File: config.mk
export PLATFORM = sky130hd
export DESIGN_NAME = fracn_main_div
export DESIGN_NICKNAME = d
export VERILOG_FILES = /design/src/rtl/fracn_pkg.sv /design/src/rtl/fracn_rst_sync.sv /design/src/rtl/fracn_accum.sv /design/src/rtl/fracn_cycle_cnt.sv /design/src/rtl/fracn_comp_window.sv /design/src/rtl/fracn_main_div.sv
export SDC_FILE = /design/constraint.sdc
export NUM_CORES = 1
export LEC_CHECK = 0
export BUFFER_PORTS_ARGS = -buffer_cell sky130_fd_sc_hd__clkbuf_2
export CAP_MARGIN = 40
export CORE_MARGIN = 2
export CORE_UTILIZATION = 50
export DETAILED_ROUTE_END_ITERATION = 6
export PLACE_DENSITY_LB_ADDON = 0.15
export SLEW_MARGIN = 20
export SYNTH_ARGS = -nofsm -noshare
export SYNTH_HDL_FRONTEND = slang
export SYNTH_SLANG_ARGS = --single-unit
File: constraint.sdc
create_clock -name clk_i -period 3 [get_ports clk_i]
set_input_delay 0.15 -clock clk_i [delete_from_list [all_inputs] [get_ports clk_i]]
set_output_delay 0.15 -clock clk_i [all_outputs]
set_load 0.1 [all_outputs]
File: src/rtl/fracn_pkg.sv
package fracn_pkg;
  // Width of the fractional increment and accumulator.
  localparam int FRAC_W = 3;
  // One extra bit holds the sum before it is reduced.
  localparam int SUM_W  = FRAC_W + 1;

  typedef enum logic {
    FMOD_EIGHT = 1'b0,
    FMOD_FIVE  = 1'b1
  } fmod_e;

  localparam logic [SUM_W-1:0] MODV_EIGHT = SUM_W'(8);
  localparam logic [SUM_W-1:0] MODV_FIVE  = SUM_W'(5);
endpackage

File: src/rtl/fracn_rst_sync.sv
module fracn_rst_sync #(
  parameter int STAGES = 2
) (
  input  logic clk_i,
  input  logic rst_ni,
  output logic rst_no
);
  logic [STAGES-1:0] sync_q;

  always_ff @(posedge clk_i or negedge rst_ni) begin
    if (!rst_ni) sync_q <= '0;
    else         sync_q <= {sync_q[STAGES-2:0], 1'b1};
  end

  assign rst_no = sync_q[STAGES-1];
endmodule

File: src/rtl/fracn_accum.sv
// Step of the fractional accumulator: add the increment, reduce by the
// modulus (twice if needed), report a wrap. Only one wrap is reported.
module fracn_accum
  import fracn_pkg::*;
(
  input  logic [FRAC_W-1:0] acc_i,
  input  logic [FRAC_W-1:0] inc_i,
  input  fmod_e             fmod_i,
  output logic [FRAC_W-1:0] acc_o,
  output logic              wrap_o
);
  logic [SUM_W-1:0] sum, modv, once, twice;

  always_comb begin
    sum    = {1'b0, acc_i} + {1'b0, inc_i};
    modv   = (fmod_i == FMOD_FIVE) ? MODV_FIVE : MODV_EIGHT;
    wrap_o = (sum >= modv);
    once   = sum - modv;
    twice  = once - modv;
    if (!wrap_o)           acc_o = sum[FRAC_W-1:0];
    else if (once >= modv) acc_o = twice[FRAC_W-1:0];
    else                   acc_o = once[FRAC_W-1:0];
  end
endmodule

File: src/rtl/fracn_cycle_cnt.sv
// Down counter for one division cycle; terminal when it reaches zero.
module fracn_cycle_cnt #(
  parameter int CNT_W = 16
) (
  input  logic             clk_i,
  input  logic             rst_ni,
  input  logic             run_i,
  input  logic             load_i,
  input  logic [CNT_W-1:0] load_val_i,
  output logic             tc_o
);
  logic [CNT_W-1:0] cnt_q, cnt_d;
  logic             cnt_en;

  always_comb begin
    cnt_en = load_i | (run_i & (cnt_q != '0));
    cnt_d  = load_i ? load_val_i : (cnt_q - 1'b1);
  end

  always_ff @(posedge clk_i or negedge rst_ni) begin
    if (!rst_ni)     cnt_q <= '0;
    else if (cnt_en) cnt_q <= cnt_d;
  end

  assign tc_o = run_i & (cnt_q == '0);
endmodule

File: src/rtl/fracn_comp_window.sv
// Window that is high for WIN_LEN clocks after each trigger.
module fracn_comp_window #(
  parameter int WIN_LEN = 128
) (
  input  logic clk_i,
  input  logic rst_ni,
  input  logic trig_i,
  input  logic clr_i,
  output logic win_o
);
  localparam int WC_W = (WIN_LEN > 2) ? $clog2(WIN_LEN) : 1;
  localparam logic [WC_W-1:0] WC_LAST = WC_W'(WIN_LEN - 1);

  logic            act_q, act_d;
  logic [WC_W-1:0] wcnt_q, wcnt_d;

  always_comb begin
    act_d  = act_q;
    wcnt_d = wcnt_q;
    if (clr_i) begin
      act_d  = 1'b0;
      wcnt_d = '0;
    end else if (trig_i) begin
      act_d  = 1'b1;
      wcnt_d = '0;
    end else if (act_q) begin
      if (wcnt_q == WC_LAST) act_d = 1'b0;
      else                   wcnt_d = wcnt_q + 1'b1;
    end
  end

  always_ff @(posedge clk_i or negedge rst_ni) begin
    if (!rst_ni) begin
      act_q  <= 1'b0;
      wcnt_q <= '0;
    end else begin
      act_q  <= act_d;
      wcnt_q <= wcnt_d;
    end
  end

  assign win_o = act_q;
endmodule

File: src/rtl/fracn_main_div.sv
module fracn_main_div
  import fracn_pkg::*;
#(
  parameter int N_W        = 16,
  parameter int N_MIN      = 512,
  parameter int WIN_LEN    = 128,
  parameter int RST_STAGES = 2
) (
  input  logic              clk_i,
  input  logic              rst_ni,
  input  logic              pd_i,
  input  logic [N_W-1:0]    n_i,
  input  logic [FRAC_W-1:0] nf_i,
  input  logic              mod5_i,
  output logic              div_pulse_o,
  output logic              comp_win_o,
  output logic [FRAC_W-1:0] frd_o
);
  localparam logic [N_W-1:0] N_FLOOR = N_W'(N_MIN);

  logic              rst_sync_n;
  logic              idle_q, idle_d;
  logic              start, tc, load;
  logic [N_W-1:0]    n_eff, reload_val;
  logic [FRAC_W-1:0] acc_q, acc_d, step_acc;
  logic              step_wrap;

  fracn_rst_sync #(.STAGES(RST_STAGES)) u_rst (
    .clk_i  (clk_i),
    .rst_ni (rst_ni),
    .rst_no (rst_sync_n)
  );

  fracn_accum u_acc (
    .acc_i  (acc_q),
    .inc_i  (nf_i),
    .fmod_i (fmod_e'(mod5_i)),
    .acc_o  (step_acc),
    .wrap_o (step_wrap)
  );

  // Boundary control: settings are sampled only when a cycle is (re)loaded.
  always_comb begin
    n_eff      = (n_i < N_FLOOR) ? N_FLOOR : n_i;
    start      = idle_q & ~pd_i;
    load       = start | tc;
    reload_val = n_eff - N_W'(1) + {{(N_W-1){1'b0}}, tc & step_wrap};
    idle_d     = pd_i;
    if (pd_i || start) acc_d = '0;
    else if (tc)       acc_d = step_acc;
    else               acc_d = acc_q;
  end

  always_ff @(posedge clk_i or negedge rst_sync_n) begin
    if (!rst_sync_n) begin
      idle_q <= 1'b1;
      acc_q  <= '0;
    end else begin
      idle_q <= idle_d;
      acc_q  <= acc_d;
    end
  end

  fracn_cycle_cnt #(.CNT_W(N_W)) u_cnt (
    .clk_i      (clk_i),
    .rst_ni     (rst_sync_n),
    .run_i      (~idle_q),
    .load_i     (load),
    .load_val_i (reload_val),
    .tc_o       (tc)
  );

  fracn_comp_window #(.WIN_LEN(WIN_LEN)) u_win (
    .clk_i  (clk_i),
    .rst_ni (rst_sync_n),
    .trig_i (load),
    .clr_i  (pd_i),
    .win_o  (comp_win_o)
  );

  assign div_pulse_o = tc;
  assign frd_o       = acc_q;
endmodule

== Yosys cells after proc, flatten, opt, wreduce, memory -nomap -nowiden ==
Cells that the tools add are included.

* Add/sub/neg operators: 7
* Multiplexer cells: 15
* Equal/unequal tests: 2
* Bitwise logic cells: 8
* Div/mod/pow operators: 0
* Shift operators: 0
* $lt $le $gt $ge: 3
* $mul: 0
* Reduce and logical (&&, ||, !) cells: 6

{| class="wikitable"
|+ Operators by type and width
! kind !! number
|-
| 2-to-1 mux 16 bit || 2
|-
| subtractor 16 x 1 -> 16 bit (second input constant) || 2
|-
| 2-to-1 mux 7 bit || 4
|-
| adder 16 x 1 -> 16 bit || 1
|-
| zero test 16 bit || 1
|-
| < comparator 16 x 10 -> 1 bit (second input constant) || 1
|-
| nonzero test 16 bit || 1
|-
| 2-to-1 mux 3 bit || 4
|-
| >= comparator 4 bit || 2
|-
| adder 7 x 1 -> 7 bit (second input constant) || 1
|-
| equality test 7 bit (second input constant) || 1
|-
| adder 3 x 3 -> 4 bit || 1
|-
| AND 1 bit || 4
|-
| 2-to-1 mux 1 bit || 4
|-
| 2-to-1 mux 4 bit || 1
|-
| subtractor 4 bit || 1
|-
| inequality test 3 bit (second input constant) || 1
|-
| nonzero test 3 bit || 1
|-
| subtractor 3 bit || 1
|-
| NOT 1 bit || 2
|-
| OR 1 bit || 2
|-
| AND reduction 2 bit || 1
|-
| nonzero test 2 bit || 1
|-
| logical OR 1 bit || 1
|}

* Output and inout bits: 5
* Flip-flop bits (word level): 30
* Memory bits (read-only): 0
* Word-level logic and storage cells: 47
* Bits of input ports: 23
* Memories kept: 0
* Latch bits: 0
* RAM bits: 0

== Logic depth before layout (Yosys ltp) ==
Gate-level depths: netlist of the first run.

* Word-level depth: 7
* Mapped depth: 17
* Depth with buffers taken out: 16

== Modules after synthesis ==
Synthesis of the first run repeated with hierarchy kept, for this count alone.

* Cells, all modules: 290
* Area total of the unflattened synthesis: 2551.2 sq um

{| class="wikitable"
|+ Modules (own cells, without submodules)
! module !! area an instance (sq um) !! times used !! sequential area each (sq um) !! cells each
|-
| fracn_cycle_cnt || 1051.0 || 1 || 400.4 || 119
|-
| fracn_main_div || 559.3 || 1 || 101.3 || 75
|-
| fracn_accum || 457.9 || 1 || 0.0 || 53
|-
| fracn_comp_window || 429.2 || 1 || 200.2 || 40
|-
| fracn_rst_sync || 53.8 || 1 || 50.0 || 3
|}

== Least setup slack after synthesis of the first run ==
No wires, ideal clock.

* Kind: register to register
* From: register u_cnt.cnt_q[4]
* To: register u_cnt.cnt_q[8]
* Stages on the path, launching flop included: 13
* Required time: 2877 ps
* Path buffers: 1
* Setup time: 123 ps
* Arrival: 4147 ps
* Period minus slack after synthesis: 4270 ps
* Setup slack: -1270 ps
* Path through: dfrtp_1 or4_4 nor4b_1 nand2_1 nor2_1 nand2_1 ha_1 ha_1 clkbuf_1 o31ai_1 o21ai_0 a221o_1 o221a_2

* Longest elaborated chain between the ends: 5
* Elaborated cells on any way between the ends: 10
* Classes of those cells: add/sub: 2; mux: 1; bitwise: 5; reduce/logical: 2

{| class="wikitable"
|+ RTL lines
! element !! RTL line !! RTL
|-
| start, declared || fracn_cycle_cnt.sv:12 || <nowiki>logic [CNT_W-1:0] cnt_q, cnt_d;</nowiki>
|-
| start signal, assigned || fracn_cycle_cnt.sv:22 || <nowiki>else if (cnt_en) cnt_q <= cnt_d;</nowiki>
|-
| zero test 16 bit (*) || fracn_cycle_cnt.sv:25 || <nowiki>assign tc_o = run_i & (cnt_q == '0);</nowiki>
|-
| AND 1 bit (*) || fracn_cycle_cnt.sv:25 ||
|-
| net div_pulse_o || fracn_main_div.sv:15 || <nowiki>output logic div_pulse_o,</nowiki>
|-
| AND 1 bit || fracn_main_div.sv:47 || <nowiki>reload_val = n_eff - N_W'(1) + {{(N_W-1){1'b0}}, tc & step_wrap};</nowiki>
|-
| adder 16 x 1 -> 16 bit || fracn_main_div.sv:47 ||
|-
| 2-to-1 mux 16 bit || fracn_cycle_cnt.sv:17 || <nowiki>cnt_d = load_i ? load_val_i : (cnt_q - 1'b1);</nowiki>
|}

The timed path passes the listed nets; every way through them passes the cells marked *.
A chain may end at the register's enable or synchronous reset.

== Final worst setup path of the first run ==
* From: register acc_q[0], in the netlist frd_o[0]
* To: register acc_q[1], in the netlist frd_o[1]

* Longest elaborated chain between the ends: 7
* Elaborated cells on any way between the ends: 9
* Classes of those cells: add/sub: 3; order compare: 2; mux: 4

{| class="wikitable"
|+ RTL lines
! element !! RTL line !! RTL
|-
| start, declared || fracn_main_div.sv:25 || <nowiki>logic [FRAC_W-1:0] acc_q, acc_d, step_acc;</nowiki>
|-
| start signal, assigned || fracn_main_div.sv:57 || <nowiki>acc_q <= '0;</nowiki>
|-
| start signal, assigned || fracn_main_div.sv:60 || <nowiki>acc_q <= acc_d;</nowiki>
|-
| adder 3 x 3 -> 4 bit (*) || fracn_accum.sv:15 || <nowiki>sum = {1'b0, acc_i} + {1'b0, inc_i};</nowiki>
|-
| subtractor 4 bit || fracn_accum.sv:18 || <nowiki>once = sum - modv;</nowiki>
|-
| >= comparator 4 bit / subtractor 3 bit (equally long branches) || fracn_accum.sv:21, fracn_accum.sv:19 ||
|-
| 2-to-1 mux 3 bit || fracn_accum.sv:21 || <nowiki>else if (once >= modv) acc_o = twice[FRAC_W-1:0];</nowiki>
|-
| 2-to-1 mux 3 bit (*) || fracn_accum.sv:20 || <nowiki>if (!wrap_o) acc_o = sum[FRAC_W-1:0];</nowiki>
|-
| 2-to-1 mux 3 bit (*) || fracn_main_div.sv:50 || <nowiki>else if (tc) acc_d = step_acc;</nowiki>
|-
| 2-to-1 mux 3 bit (*) || fracn_main_div.sv:49 || <nowiki>if (pd_i || start) acc_d = '0;</nowiki>
|}

Every way passes the cells marked *; elsewhere a longest branch is shown, timed or not. The select of a mux whose other input is x is not followed.

==> results.md, run 1 <==
- Run status: finished, violations left
- Violations in the final reports: setup timing
- Crit path required time: 3200 ps
- Internal power summed over all cells: 0.7985 mW
- Hold Crit Endpoint: idle_q
- Final cycle utilization of the critical path: 102.3%
- Kind of cell with the highest combined delay on the critical path: adder cells
- Number of nets in the finished design: 378
- Portion of netlist area occupied by mux cells: 1.223%
- Global-route usage over all layers: 25.53%
- Final wirelength: 6.577 mm
- Synthesized instance count: 284
- Horizontal die dimension: 74.09 um
- Power per standard cell area: 381.2 nW/um2
- Commonest non-fill, non-tap cell in the layout: sky130_fd_sc_hd__buf_4
- Worst-path fanout max: 4
- Net switching power figure: 0.4020 mW
- Clock sink count: 30
- Maximum number of pins on one net before global-route repair: 29
- Crit Path Category: flip-flop to flip-flop
- Beginning of the worst hold path: pd_i
- Worst-Skew Late Latency: 280 ps
- Average via count per standard cell: 6.044
- Row Count: 25
- Sequential element share of the synthesized area: 30.62%
- Aggregate global routing overflow: 0
- Clock skew: 4.421 ps
- Critical register-to-register path startpoint: frd_o[0]
- Critical path buffer and inverter count: 2
- Clock share of power: 28.3%
- Area of placed instances: 2917 um2
- R2r endpoint: frd_o[1]
- Least setup slack across all paths after layout: -68.01 ps
- Synth Area per Inst: 8.648 um2
- Setup slack on the worst flop-to-flop path: -70 ps
- Largest family of logic cells by synthesized area: simple AND/OR/NAND/NOR gates
- # Max-Cap Violations: 0
- Simple-Gate Fraction of Synth Area: 27.66%
- Port bufs: 27
- Diodes inserted: 0
- Area inside the core boundary: 4723 um2
- Category of the worst setup path launch point: flip-flop
- Leak pwr: 1.308 nW
- Number of enable-type register cells in the synthesized netlist: 0
- Delay of the slowest cell on the worst path: 420 ps
- Number of filler instances in the final layout: 391
- Antenna-violating nets left: 0
- Final hold violation count: 0
- Share of post-route cells with drive strength above 1: 31.38%
- Number of global-route vias before repair: 2279
- Post-placement setup slack: -177.1 ps
- Number of buffers created by CTS: 5
- Class of the tightest hold or removal check: input pin to flip-flop
- Buffer cell driving the clock tree root: sky130_fd_sc_hd__clkbuf_8
- Final core utilization: 66.68%
- Fraction of power spent switching nets: 33.48%
- Placer's final routability congestion estimate: 0.8884
- Mapped Nets: 322
- Initial Util: 52.00%
- WP data arrival: 3270 ps
- Share of synthesized flip-flops with an asynchronous set or reset: 100.0%
- Most area-hungry cell type in the Yosys netlist: sky130_fd_sc_hd__dfrtp_1
- Critical path origin: frd_o[0]
- Clock transition at the registers of the reported paths: 70 ps
- Complex-gate fraction of the synthesized area: 23.18%
- Drt first pass iters: 4
- Syn-to-layout area delta: 28.22%
- Achievable clock frequency: 325.9 MHz
- Final design area excluding fillers: 3149 um2
- Rel. slew slack: 45.43%
- Vert. Die Dim: 74.09 um
- Maximum count of clock buffers along a single path: 2
- Top library cells by usage in the layout, fill and taps aside: sky130_fd_sc_hd__buf_4 (28), sky130_fd_sc_hd__nor2_1 (27), sky130_fd_sc_hd__clkbuf_2 (27), sky130_fd_sc_hd__dfrtp_1 (26), sky130_fd_sc_hd__nand2_1 (24)
- Die Area: 5489 um2
- Least-Margin Pin Slew: 815.5 ps
- Synthesis Warnings: 0
- Final-layout setup total negative slack: -184.0 ps
- H-tree levels: 2
- Synthesized-area fraction occupied by xor and xnor cells: 6.419%
- Number of antenna violations at the first check in global routing: 0
- Worst IR drop on VDD: 0.2313 mV
- Total I/O pin count: 28
- Commonest register cell after synthesis: sky130_fd_sc_hd__dfrtp_1
- Register-to-Register Path Depth: 13
- First DRT Iteration DRCs: 189
- Library cells used by synthesis: 65
- Largest cells by area after synthesis: sky130_fd_sc_hd__dfrtp_1 (30%), sky130_fd_sc_hd__ha_1 (7.1%), sky130_fd_sc_hd__nor2_1 (4.3%)
- Register bit total from synthesis: 30
- Final HPWL DP: 4.738 mm
- Vias post-DR: 2466
- Unrepaired setup endpoints after global routing: true
- CTS tree: built
- Final-layout worst hold slack: 28.78 ps
- Post-detailed-route DRC marker count: 0
- Critical Path Sink Type: flip-flop
- Fraction of synthesized cell area taken by the top area cell type: 29.55%
- Adder-cell share of the synthesized area: 7.947%
- Proportion of power drawn by combinational gates: 30.6%
- Crit-path slowest cell: sky130_fd_sc_hd__dfrtp_4
- Flop pwr share: 41.0%
- Tmin final: 3068 ps
- Count of pins over their slew limit: 0
- Wire length of the first global-routing pass: 10.83 mm
- Average routed wire per standard cell: 16.12 um
- Netlist area before placement: 2456 um2
- # setup viols final: 5
- Critical path cell sequence: ha_4 -> inv_2 -> fa_2 -> xnor2_2 -> ha_1 -> buf_4 -> a21oi_4 -> xnor2_2 -> ha_4 -> a41o_1 -> or3_1 -> a21o_1 -> a21oi_2
- Number of cells traversed by the worst hold path: 1
-- synth_stat cells (all sizes together) (5+ instances only) --
master / count
clkbuf: 6
ha: 14
inv: 11
nor4: 8
nand3: 8
xor2: 8
o21ai: 18
or3: 7
dfrtp: 29
nand4: 5
o221ai: 7
nor2: 28
nor3: 11
a21oi: 8
or4: 5
xnor2: 10
nand2: 27
-- metal layers --
metal / vias to the layer above / track usage (%) / share of wire (%)
li1: 1200 / - / -
met1: 1180 / 33.87 / 43
met2: 72 / 42.66 / 50
met3: 14 / 2.846 / 4.0
met4: 0 / 10.10 / 2.5
met5: - / 0 / 0
-- worst register-to-register path, cell delays in order, from the launching register on --
cell                      delay, ps
sky130_fd_sc_hd__dfrtp_4        420
sky130_fd_sc_hd__ha_4           140
sky130_fd_sc_hd__inv_2           30
sky130_fd_sc_hd__fa_2           340
sky130_fd_sc_hd__xnor2_2        150
sky130_fd_sc_hd__ha_1           320
sky130_fd_sc_hd__buf_4          170
sky130_fd_sc_hd__a21oi_4        140
sky130_fd_sc_hd__xnor2_2        140
sky130_fd_sc_hd__ha_4           240
sky130_fd_sc_hd__a41o_1         270
sky130_fd_sc_hd__or3_1          330
sky130_fd_sc_hd__a21o_1         200
sky130_fd_sc_hd__a21oi_2        110
-- flip-flops by register name (all words and copies together) (netlist names) --
name          count
u_rst.sync_q      2
u_win.win_o       1
frd_o             3
u_cnt.cnt_q      16
idle_q            1
u_win.wcnt_q      7
-- area by class of cell --
| cell class | instances | area [um2] | share of cell area [%] |
|---|---|---|---|
| multi-input combinational | 236 | 1813 | 57.57 |
| clock buffer | 6 | 82.58 | 2.622 |
| timing repair buffer | 56 | 355.3 | 11.28 |
| inverter | 11 | 41.29 | 1.311 |
| tap | 67 | 83.83 | 2.662 |
| sequential | 30 | 760.7 | 24.16 |
| clock inverter | 2 | 12.51 | 0.3973 |
-- metrics by stage --
step	total power, mW	cells
final	1.200	408
after global routing	1.266	408
after CTS	1.188	408
after detailed placement	0.8338	395
after global placement	0.8284	395
after floorplan	0.7101	284
-- power groups by stage --
stage / combinational (mW) / clock [mW] / sequential (mW)
2_1_floorplan: 0.205 / 0 / 0.505
3_3_place_gp: 0.331 / 0 / 0.497
3_5_place_dp: 0.337 / 0 / 0.497
4_1_cts: 0.350 / 0.347 / 0.491
5_1_grt: 0.404 / 0.365 / 0.498
6_report: 0.368 / 0.340 / 0.493
-- logic make-up (layout without fill, tap and decap cells) --
kind of cell	after synthesis	after routing
other cells	1	1
xor+xnor	18	18
compound gates	76	76
buf+inv	18	75
mux	3	3
flops	30	30
fa+ha+maj	15	15
simple gates	123	123
-- timing repair --
item | in CTS | in global routing
resized for setup | 9 | 9
hold endpoints to repair | 2 | 0
endpoints found under the setup margin | 10 | 13
setup buffers | 4 | 0
hold buffers | 1 | 0
pin swaps | 8 | 5
-- worst max-delay path by stage --
stage	endpoint	cells past startpoint
final	frd_o[1]	13
after global routing	u_cnt.cnt_q[12]	16
after CTS	u_cnt.cnt_q[14]	16
after detailed placement	u_cnt.cnt_q[12]	14
after global placement	u_cnt.cnt_q[12]	14
after floorplan	u_cnt.cnt_q[12]	17
Note: power is estimated with default switching activity, not from simulation.
==> run 2: changes to the inputs <==
==> constraint.sdc (replaced) <==
create_clock -name clk_i -period 2.6 [get_ports clk_i]
set_input_delay 0.13 -clock clk_i [delete_from_list [all_inputs] [get_ports clk_i]]
set_output_delay 0.13 -clock clk_i [all_outputs]
set_load 0.1 [all_outputs]
==> results.md, run 2 (synthesis results as in run 1) <==
- Run status: finished, violations left
- Violations in the final reports: setup timing
- Met2 wire length: 3.573 mm (+7.9%)
- Top library cells by usage in the layout, fill and taps aside: sky130_fd_sc_hd__buf_4 (61), sky130_fd_sc_hd__nor2_1 (26), sky130_fd_sc_hd__clkbuf_2 (26), sky130_fd_sc_hd__dfrtp_1 (26), sky130_fd_sc_hd__nand2_1 (24)
- Least-Margin Pin Slew: 793.5 ps (-22.06 ps)
- Uppermost routed layer: met4
- Leak pwr: 1.512 nW (+16%)
- Clock sink count: 30 (unchanged)
- Commonest non-fill, non-tap cell in the layout: sky130_fd_sc_hd__buf_4
- Non-filler cells in the finished layout: 444 (+8.8%)
- Clock transition at the registers of the reported paths: 60 ps (about the same)
- Aggregate global routing overflow: 0 (unchanged)
- Antenna-violating nets left: 0 (unchanged)
- Register-to-Register Path Depth: 16 (+3)
- First DRT Iteration DRCs: 193 (+2.1%)
- Worst-Skew Late Latency: 280 ps (about the same)
- Detail Route met3 WL: 401 um (+51%)
- Diodes inserted: 0 (unchanged)
- Largest register by flop count: u_cnt.cnt_q
- Initial Util: 52.00% (unchanged)
- Total I/O pin count: 28 (unchanged)
- Placed Cells: 424 (+7.3%)
- Final-layout worst hold slack: 162.3 ps (+133.6 ps)
- Final-layout setup total negative slack: -6155 ps (-5971 ps)
- Horizontal die dimension: 74.09 um (unchanged)
- Maximum count of clock buffers along a single path: 2 (unchanged)
- Crit Path Category: flip-flop to flip-flop
- Category of the worst setup path launch point: flip-flop
- Clock skew: 4.935 ps (+0.5148 ps)
- Number of global-route vias before repair: 2547 (+12%)
- Number of antenna violations at the first check in global routing: 0 (unchanged)
- Final HPWL DP: 5.235 mm (+10%)
- Drt first pass iters: 5 (+1)
- Final cycle utilization of the critical path: 117.4% (+15 points)
- Vert. Die Dim: 74.09 um (unchanged)
- Post-layout power: 1.495 mW (+24%)
- Buffer cell driving the clock tree root: sky130_fd_sc_hd__clkbuf_8
- Share of post-route cells with drive strength above 1: 40.32% (+8.9 points)
- Class of the tightest hold or removal check: input pin to asynchronous set/reset pin
- R2r endpoint: u_cnt.cnt_q[12]
- Average routed wire per standard cell: 16.57 um (+2.8%)
- Port bufs: 27 (unchanged)
- Delay of the slowest cell on the worst path: 420 ps (about the same)
- Unrepaired setup endpoints after global routing: true
- Count of pins over their slew limit: 0 (unchanged)
- Worst-path fanout max: 2 (-2)
- Row Count: 25 (unchanged)
- Max FFs per register: 16 (unchanged)
- CTS tree: built
- Crit-path slowest cell: sky130_fd_sc_hd__dfrtp_4
- # Max-Cap Violations: 0 (unchanged)
- Crit path required time: 2750 ps (-450 ps)
- Power per standard cell area: 423.9 nW/um2 (+11%)
- Critical register-to-register path startpoint: frd_o[0]
- Setup slack on the worst flop-to-flop path: -450 ps (-390 ps)
- Maximum number of pins on one net before global-route repair: 20 (-31%)
- Global-route usage over all layers: 28.07% (+2.5 points)
- Tmin final: 3054 ps (-14.48 ps)
- # setup viols final: 17 (+12)
- Number of nets in the finished design: 414 (+9.5%)
- Post-detailed-route DRC marker count: 0 (unchanged)
- Final hold violation count: 0 (unchanged)
- Critical Path Sink Type: flip-flop
- Syn-to-layout area delta: 43.56%
- H-tree levels: 2 (unchanged)
- WP data arrival: 3200 ps (-70 ps)
- Achievable clock frequency: 327.5 MHz (+0.47%)
- Average via count per standard cell: 6.000 (-0.73%)
- Final wirelength: 7.357 mm (+12%)
- Wire length on met1: 3.234 mm (+14%)
- Most prevalent standard cell on the critical path: sky130_fd_sc_hd__ha_4
- Vias post-DR: 2664 (+8.0%)
- Wire length of the first global-routing pass: 11.84 mm (+9.4%)
- Die Area: 5489 um2 (unchanged)
- Number of buffers created by CTS: 5 (unchanged)
- Critical path cell sequence: ha_4 -> inv_2 -> fa_2 -> xnor2_2 -> ha_1 -> nand2_1 -> a21o_1 -> nand2_2 -> nand2_2 -> ha_4 -> ha_4 -> nor4b_4 -> o211ai_1 -> nor4_1 -> xnor2_1 -> o221ai_1
- Least setup slack across all paths after layout: -453.5 ps (-385.5 ps)
- Worst IR drop on VDD: 0.2004 mV (-13%)
- Rel. slew slack: 47.10% (+1.7 points)
- Area inside the core boundary: 4723 um2 (unchanged)
- Placer's final routability congestion estimate: 0.9250 (+4.1%)
[run 2: changes by cell type in the layout (fill, tap and decap cells not counted), moves of 2 or more]
cell and delta:
sky130_fd_sc_hd__nor4_2 -2, sky130_fd_sc_hd__a21oi_2 +2, sky130_fd_sc_hd__o21ai_0 -3, sky130_fd_sc_hd__o21ai_1 +3, sky130_fd_sc_hd__buf_4 +33, sky130_fd_sc_hd__o221ai_2 +2
sky130_fd_sc_hd__o221ai_1 -3, sky130_fd_sc_hd__buf_6 +3
[run 2: worst max-delay path, delay by kind of cell (launching register included)]
| kind | cells | cell delay, ps |
|---|---|---|
| simple gates | 5 | 710 |
| buf+inv | 1 | 30 |
| compound gates | 3 | 400 |
| xor+xnor | 2 | 310 |
| flops | 1 | 420 |
| fa+ha+maj | 5 | 1030 |
[run 2: routing by layer]
metal | track usage, % | up-vias
met5 | 0 | -
met4 | 9.293 | 0
met3 | 5.285 | 20
met2 | 46.03 | 99
met1 | 37.48 | 1276
li1 | - | 1269
[run 2: worst max path at each step]
stage                        start              end  slack (ps)  cells past startpoint
final                     frd_o[0]  u_cnt.cnt_q[12]        -450                     16
after global routing      frd_o[0]  u_cnt.cnt_q[14]        -600                     17
after global placement    frd_o[1]  u_cnt.cnt_q[12]        -490                     14
after detailed placement  frd_o[1]  u_cnt.cnt_q[12]        -620                     14
after floorplan           frd_o[0]  u_cnt.cnt_q[12]        -810                     17
after CTS                 frd_o[0]  u_cnt.cnt_q[12]        -510                     16
[run 2: final cells by class]
class,instances,area [um2]
inverters,11,41.29
repair buffers,92,641.9
flip-flops and latches,30,760.7
clock inverters,1,5.005
well taps,67,83.83
fillers,348,1197
multi-input cells,236,1907
clock buffers,7,86.33
[run 2: metrics by stage]
stage / cell area (um2) / worst slack (ps) / util (%)
detailed placement: 3143 / -624.5 / 66.54
global route: 3526 / -597.1 / 74.65
finish: 3526 / -453.5 / 74.65
CTS: 3415 / -512.2 / 72.29
floorplan: 2561 / -809.0 / -
global placement: 3143 / -493.3 / 66.54
[run 2: what timing repair did]
| action | CTS | global route |
|---|---|---|
| buffers inserted | 6 | 6 |
| gates resized for setup | 22 | 17 |
| hold endpoints to repair | 3 | 0 |
| pin swaps | 25 | 19 |
| hold buffers | 2 | 0 |
| setup endpoints to repair | 17 | 17 |
| gates cloned | 0 | 0 |
[run 2: report_power, final]
part	switching [mW]	internal, mW	leakage, nW
Combinational	0.282	0.269	1.09
Clock	0.173	0.213	0.0482
Sequential	0.0429	0.515	0.369
==> run 3: changes to the inputs <==
--- a/config.mk
+++ b/config.mk
@@ -7,6 +7,7 @@
 export LEC_CHECK = 0
 export BUFFER_PORTS_ARGS = -buffer_cell sky130_fd_sc_hd__clkbuf_2
 export CAP_MARGIN = 40
+export CORE_ASPECT_RATIO = 1.5
 export CORE_MARGIN = 2
 export CORE_UTILIZATION = 50
 export DETAILED_ROUTE_END_ITERATION = 6
==> results.md, run 3 (synthesis results as in run 1) <==
- Run status: finished, violations left
- Non-filler cells in the finished layout: 443 (-0.23%)
- Vias post-DR: 2651 (-0.49%)
- Vert. Die Dim: 89.84 um (+21%)
- Horizontal die dimension: 61.23 um (-17%)
- Final hold violation count: 0 (unchanged)
- Least-Margin Pin Slew: 756.2 ps (-37.33 ps)
- Average routed wire per standard cell: 16.21 um (-2.2%)
- Number of nets in the finished design: 414 (unchanged)
- Achievable clock frequency: 322.6 MHz (-1.5%)
- Port bufs: 27 (unchanged)
- Syn-to-layout area delta: 44.01%
- Rel. slew slack: 49.40% (+2.3 points)
- Final HPWL DP: 5.394 mm (+3.1%)
- Antenna-violating nets left: 0 (unchanged)
- Number of filler instances in the final layout: 363 (+4.3%)
- Worst-Skew Late Latency: 290 ps (about the same)
- Tmin final: 3099 ps (+45.85 ps)
- Global-route usage over all layers: 28.49% (+0.41 points)
- Critical path origin: frd_o[0]
- Placed Cells: 424 (unchanged)
- Die Area: 5500 um2 (+0.22%)
- Max FFs per register: 16 (unchanged)
- Number of antenna violations at the first check in global routing: 0 (unchanged)
- Total I/O pin count: 28 (unchanged)
- Maximum count of clock buffers along a single path: 2 (unchanged)
- First DRT Iteration DRCs: 155 (-20%)
- Least setup slack across all paths after layout: -499.4 ps (-45.85 ps)
- CTS tree: built
- Placer's final routability congestion estimate: 0.9293 (+0.46%)
- WP data arrival: 3260 ps (+60 ps)
- Drt first pass iters: 4 (-1)
- # Max-Cap Violations: 0 (unchanged)
- Crit Path Category: flip-flop to flip-flop
- Buffer cell driving the clock tree root: sky130_fd_sc_hd__clkbuf_8
- Clock skew: 8.078 ps (+3.142 ps)
- Largest register by flop count: u_cnt.cnt_q
- Area of placed instances: 3154 um2 (+0.36%)
- Row Count: 31 (+24%)
- Initial Util: 51.48% (-0.52 points)
- Top library cells by usage in the layout, fill and taps aside: sky130_fd_sc_hd__buf_4 (59), sky130_fd_sc_hd__nor2_1 (27), sky130_fd_sc_hd__clkbuf_2 (27), sky130_fd_sc_hd__dfrtp_1 (26), sky130_fd_sc_hd__nand2_1 (22)
- Wire length of the first global-routing pass: 12.03 mm (+1.6%)
- Worst IR drop on VDD: 0.2660 mV (+33%)
- Share of post-route cells with drive strength above 1: 41.38% (+1.1 points)
- Critical register-to-register path startpoint: frd_o[0]
- Storage cell area: 760.7 um2 (unchanged)
- Area inside the core boundary: 4771 um2 (+1.0%)
- Violations in the final reports: setup timing
- Leak pwr: 1.522 nW (+0.64%)
- Class of the tightest hold or removal check: flip-flop to asynchronous set/reset pin
- Number of buffers created by CTS: 5 (unchanged)
- Clock sink count: 30 (unchanged)
- Worst-path fanout max: 3 (+1)
- Unrepaired setup endpoints after global routing: true
- Final design area excluding fillers: 3537 um2 (+0.32%)
- Crit path required time: 2760 ps (about the same)
- Clock transition at the registers of the reported paths: 70 ps (about the same)
- Total area of multi-input combinational cells: 1911 um2 (+0.20%)
- Final wirelength: 7.180 mm (-2.4%)
- Critical Path Sink Type: flip-flop
- Power per standard cell area: 419.5 nW/um2 (-1.0%)
- H-tree levels: 2 (unchanged)
- Category of the worst setup path launch point: flip-flop
- Aggregate global routing overflow: 0 (unchanged)
- Commonest non-fill, non-tap cell in the layout: sky130_fd_sc_hd__buf_4
- # setup viols final: 17 (unchanged)
- Average via count per standard cell: 5.984 (-0.26%)
- Diodes inserted: 0 (unchanged)
- Number of global-route vias before repair: 2757 (+8.2%)
- Maximum number of pins on one net before global-route repair: 17 (-15%)
- Post-detailed-route DRC marker count: 0 (unchanged)
- Final cycle utilization of the critical path: 119.2% (+1.8 points)
- Count of pins over their slew limit: 0 (unchanged)
==> run 3: cell count changes in the layout (fill, tap and decap cells not counted), moves of 2 or more <==
cell,change
sky130_fd_sc_hd__a21oi_2,-2
sky130_fd_sc_hd__buf_4,-2
sky130_fd_sc_hd__nand2_1,-2
sky130_fd_sc_hd__nand3_1,-2
sky130_fd_sc_hd__nand3_2,+2
sky130_fd_sc_hd__o21ai_2,+2
==> run 3: critical path: stages (launching register included) <==
cell,delay (ps)
sky130_fd_sc_hd__dfrtp_4,430
sky130_fd_sc_hd__ha_4,140
sky130_fd_sc_hd__inv_2,30
sky130_fd_sc_hd__fa_2,340
sky130_fd_sc_hd__xnor2_2,150
sky130_fd_sc_hd__ha_1,290
sky130_fd_sc_hd__nand2_1,70
sky130_fd_sc_hd__a21o_1,110
sky130_fd_sc_hd__nand2_2,70
sky130_fd_sc_hd__nand2_4,70
sky130_fd_sc_hd__ha_4,130
sky130_fd_sc_hd__ha_4,130
sky130_fd_sc_hd__nor4b_4,180
sky130_fd_sc_hd__o211ai_1,230
sky130_fd_sc_hd__nor4_2,310
sky130_fd_sc_hd__xnor2_1,150
sky130_fd_sc_hd__o221ai_1,120
==> run 3: final cells by class <==
type / instances / area share, %
Multi-Input combinational cell: 236 / 54.01
Sequential cell: 30 / 21.51
Timing Repair Buffer: 92 / 18.29
Clock buffer: 6 / 2.335
Tap cell: 66 / 2.335
Inverter: 11 / 1.167
Clock inverter: 2 / 0.3537
==> run 3: timing repair <==
action / CTS / global route
hold endpoints to repair: 3 / 0
pin swaps: 23 / 14
gates resized for setup: 26 / 14
hold buffers: 2 / 0
buffers inserted: 8 / 3
endpoints found under the setup margin: 17 / 17
==> run 3: worst paths after layout <==
check / endpoint / slack [ps] / cells after the start
worst max-delay path: u_cnt.cnt_q[12] / -500 / 16
worst min-delay path: u_cnt.cnt_q[12] / 150 / 0
worst max register to register: u_cnt.cnt_q[12] / -500 / 16
worst min register to register: u_cnt.cnt_q[12] / 150 / 0
max in group asynchronous: u_cnt.cnt_q[1] / 1840 / 2
min in group clk_i: u_cnt.cnt_q[15] / 210 / 4
==> run 3: report_power, final <==
group	switching, mW	internal [mW]	leakage (nW)
Clock	0.193	0.213	0.0472
Combinational	0.272	0.256	1.11
Sequential	0.0365	0.514	0.369
==> run 3: through the flow <==
step | TNS [ps] | hold WS, ps | power, mW | util, % | setup slack, ps
after floorplan | -7714 | -165.6 | 0.8207 | - | -809.0
after CTS | -6016 | 155.6 | 1.464 | 72.54 | -522.5
final | -5274 | 148.4 | 1.484 | 74.14 | -499.4
after global routing | -7427 | 168.0 | 1.561 | 74.14 | -638.0
after global placement | -5215 | -84.81 | 1.022 | 65.80 | -468.6
after detailed placement | -6402 | -84.01 | 1.032 | 66.12 | -600.1
==> run 3: metal layers <==
| metal | track usage (%) | up-vias | part of all wire, % |
|---|---|---|---|
| met5 | 0 | - | 0 |
| met3 | 5.036 | 24 | 3.0 |
| met2 | 49.02 | 79 | 54 |
| met4 | 15.04 | 0 | 3.9 |
| li1 | - | 1274 | - |
| met1 | 31.38 | 1274 | 39 |
